==> src/rtl/bus_lane_resolver.sv <==
module bus_lane_resolver #(
  parameter int NDRV  = 4,
  parameter int WIDTH = 8
) (
  input  logic [NDRV*WIDTH*2-1:0] drv_codes,
  output logic [WIDTH*2-1:0]      bus_codes,
  output logic [WIDTH-1:0]        lane_clash,
  output logic                    any_clash
);

  localparam logic [1:0] V0 = 2'b00;
  localparam logic [1:0] V1 = 2'b01;
  localparam logic [1:0] VZ = 2'b10;
  localparam logic [1:0] VX = 2'b11;

  genvar l, d;
  generate
    for (l = 0; l < WIDTH; l++) begin : g_lane
      logic seen0, seen1, seenx, seen_act, multi;
      logic [NDRV-1:0] act;
      logic [1:0] res;

      for (d = 0; d < NDRV; d++) begin : g_act
        assign act[d] = drv_codes[(d*WIDTH+l)*2 +: 2] != VZ;
      end

      always_comb begin
        seen0    = 1'b0;
        seen1    = 1'b0;
        seenx    = 1'b0;
        seen_act = 1'b0;
        multi    = 1'b0;
        for (int i = 0; i < NDRV; i++) begin
          case (drv_codes[(i*WIDTH+l)*2 +: 2])
            V0:      seen0 = 1'b1;
            V1:      seen1 = 1'b1;
            VX:      seenx = 1'b1;
            default: ;
          endcase
          if (drv_codes[(i*WIDTH+l)*2 +: 2] != VZ) begin
            multi    = multi | seen_act;
            seen_act = 1'b1;
          end
        end
      end

      assign res = (seenx || (seen0 && seen1)) ? VX :
                   seen0 ? V0 :
                   seen1 ? V1 : VZ;
      assign bus_codes[l*2 +: 2] = res;
      assign lane_clash[l]       = multi;

      always_comb begin
        AST_CLASH_COUNT: assert (lane_clash[l] == ($countones(act) > 1)) else $error("clash count");
        AST_Z_ONLY_IDLE: assert ((bus_codes[l*2 +: 2] != VZ) || (act == '0)) else $error("Z with active");
        for (int k = 0; k < NDRV; k++) begin
          AST_ZERO_CLEAN: assert ((bus_codes[l*2 +: 2] != V0) ||
                                  (drv_codes[(k*WIDTH+l)*2 +: 2] inside {V0, VZ})) else $error("zero dirty");
          AST_ONE_CLEAN:  assert ((bus_codes[l*2 +: 2] != V1) ||
                                  (drv_codes[(k*WIDTH+l)*2 +: 2] inside {V1, VZ})) else $error("one dirty");
        end
      end
    end
  endgenerate

  assign any_clash = |lane_clash;

  always_comb begin
    AST_ANY_FLAG: assert (any_clash == (lane_clash != '0)) else $error("any flag");
  end

endmodule

==> config.mk <==
export PLATFORM = sky130hd
export DESIGN_NAME = bus_lane_resolver
export DESIGN_NICKNAME = d
export VERILOG_FILES = /design/src/rtl/bus_lane_resolver.sv
export SDC_FILE = /design/constraint.sdc
export NUM_CORES = 1
export LEC_CHECK = 0
export ABC_AREA = 1
export BUFFER_PORTS_ARGS = -buffer_cell sky130_fd_sc_hd__buf_4
export CAP_MARGIN = 40
export CORE_UTILIZATION = 48
export DETAILED_ROUTE_END_ITERATION = 6
export PLACE_DENSITY = 0.94
export SLEW_MARGIN = 20
export SYNTH_ARGS = -nofsm -noshare
export SYNTH_HDL_FRONTEND = slang
export SYNTH_SLANG_ARGS = --single-unit
==> constraint.sdc <==
create_clock -name vclk -period 0.96
set_input_delay 0.048 -clock vclk [all_inputs]
set_output_delay 0.048 -clock vclk [all_outputs]
set_load 0.01 [all_outputs]
==> results.cfg <==
[run_status]
status = completed

[routing]
drtAntennaViolNets = 0
wl_per_cell_um = 9.46
drtIter0Drc = 30
vias = 1994
totalWireLength_um = 3980
firstDrtPassIters = 4
vias_per_cell = 4.74
drc = 0

[global_routing]
grt_pass1_wl_um = 5370
grt_max_degree = 5
grt_use_total_pct = 22.9
grt_pass1_vias = 1470
antenna_found_initial = 0
gr-total-overflow = 0

[pwr]
p_int_mw = 0.474
ir_drop_mv = 0.358
power_mw = 0.972
clkPwrFrac_pct = 0
power_frac_seq_pct = 0
power_switching_mw = 0.498
leakagePower_nw = 1.26
comb_power_share_pct = 100.0
power_density_nw_per_um2 = 449
swShare_pct = 51.2

[placed_design]
gp_congestion = 0.769
port_buffers = 89
pre_cts_ws_ns = 0.0133
hpwl_um = 3170

[logic_synthesis]
synth_cells = 307
synth_cell_types = 12
postSynthAreaPerCell_um2 = 4.35
netlist.area_leader.share_pct = 31.5
ys_top_cells_by_count = nand2_1 (112), inv_1 (71), nor2_1 (54)
yosys.area.top_type = nand2_1
yosysWarnings = 0
netlist_area_um2 = 1340
yosysMostFrequentCell = nand2_1
synth_fp_nets = 371
ys_seq_area_share_pct = 0
synth_top_cells_by_area = nand2_1 (31%), inv_1 (20%), nor2_1 (15%), o22ai_1 (11%), a22o_1 (7.9%)

[die]
fp.dieW_um = 54.7
core_area_um2 = 2540
die_area_um2 = 3000
die_y_um = 54.7
ioPinCount = 89
start_util_pct = 52.5
num_rows = 18

[layout]
drive_gt1_share_pct = 42.2
finalNetCount = 457
final_core_util_pct = 85.1
clock_buffer_count = 0
diodes = 0
numSequentialCells = 0
ff_latch_area_um2 = 0
syn_to_final_growth_pct = 62.2

[worst_setup_path]
startpoint = drv_codes[48]
crit_arrival_ns = 0.86
path_max_fanout = 3
critPathCaptureType = output pin
start_kind = primary input
crit_type = in -> out
required_ns = 0.91
crit_end = any_clash

[sta]
period_needed_ns = 0.907
layout_setup_ws_ns = 0.0532
drv_slew = 0
final-hold-violation-count = 0
maxSlewHeadroom_pct = 83.1
setup_viol = 0
fin_crit_sh_pct = 94.5
fmax_ghz = 1.10
worstMarginPinSlew_ns = 0.253
fin_hold_ws_ns = 0.490

[run]
drv_cap = 0

[min_path]
min_path_type = in -> out

[clocking]
holdBufCountCts = 0
[layout by cell type (no fill, tap or decap)]
master / Yosys / routed
a21oi_1: 4 / 4
buf_4: 8 / 82
o21ai_0: 4 / 4
nand2_2: 1 / 26
nand3_1: 8 / 8
nor2_2: 4 / 14
a22o_1: 12 / 12
nand2_1: 112 / 84
inv_2: 5 / 24
nand2_4: 0 / 3
buf_6: 0 / 10
o22ai_1: 24 / 24
inv_4: 0 / 6
inv_1: 71 / 46
nor2_1: 54 / 44
[worst max-delay path, cell delays in order]
cell and delay (ns):
buf_4 0.12, inv_2 0.06, nand2_2 0.06, nor2_1 0.08, nand2_1 0.07, nand2_2 0.08
nand2_2 0.06, nor2_2 0.10, nand2_1 0.07, buf_6 0.12
[power by group through the flow]
stage                     Combinational, mW  Sequential [mW]  Clock (mW)
after floorplan                       0.455                0           0
after detailed placement              0.864                0           0
after CTS                             0.867                0           0
after global placement                0.842                0           0
after global routing                   1.09                0           0
final                                 0.972                0           0
[how the worst min path moves through the flow]
stage             startpoint       endpoint  slack, ns  cells after the start
2_1_floorplan  drv_codes[63]  bus_codes[14]       0.32                      4
3_3_place_gp    drv_codes[4]   bus_codes[4]       0.50                      5
3_5_place_dp    drv_codes[6]   bus_codes[6]       0.50                      5
4_1_cts        drv_codes[28]  bus_codes[12]       0.50                      5
5_1_grt        drv_codes[50]   bus_codes[2]       0.51                      5
6_report       drv_codes[50]   bus_codes[2]       0.49                      5
[per-stage QoR]
stage	area, um2	setup TNS, ns	std cells
floorplan	1340	0	307
global placement	1980	0	418
detailed placement	1980	0	418
CTS	1980	0	418
global route	2170	-0.0138	421
finish	2170	0	421
[layout make-up]
type	instances	area [um2]
Tap cell	30	37.5
Timing Repair Buffer	92	728
Inverter	76	300
Multi-Input combinational cell	223	1100
Fill cell	187	379
[metal layers]
layer / GRT usage, % / up-vias / routed length [um] / share of wire [%]
li1: - / 1101 / - / -
met1: 28.0 / 834 / 1710 / 43
met2: 43.8 / 55 / 2030 / 51
met3: 1.94 / 4 / 221 / 5.5
met4: 1.71 / 0 / 25 / 0.63
met5: 0 / - / 0 / 0
[repair_timing]
item                                   in CTS  in global routing
gates resized for setup                     0                 82
setup buffers                               0                  3
setup endpoints to repair                   0                  1
endpoints found under the hold margin       0                  0
[logic make-up (layout without fill, tap and decap cells)]
group                  Yosys count  after routing  share of synthesized area (%)
buffers and inverters           84            168                           25.9
AND/OR/NAND/NOR                179            179                           52.0
AO/OA/AOI/OAI                   44             44                           22.1
No activity file was read; power rests on OpenSTA's default activity.
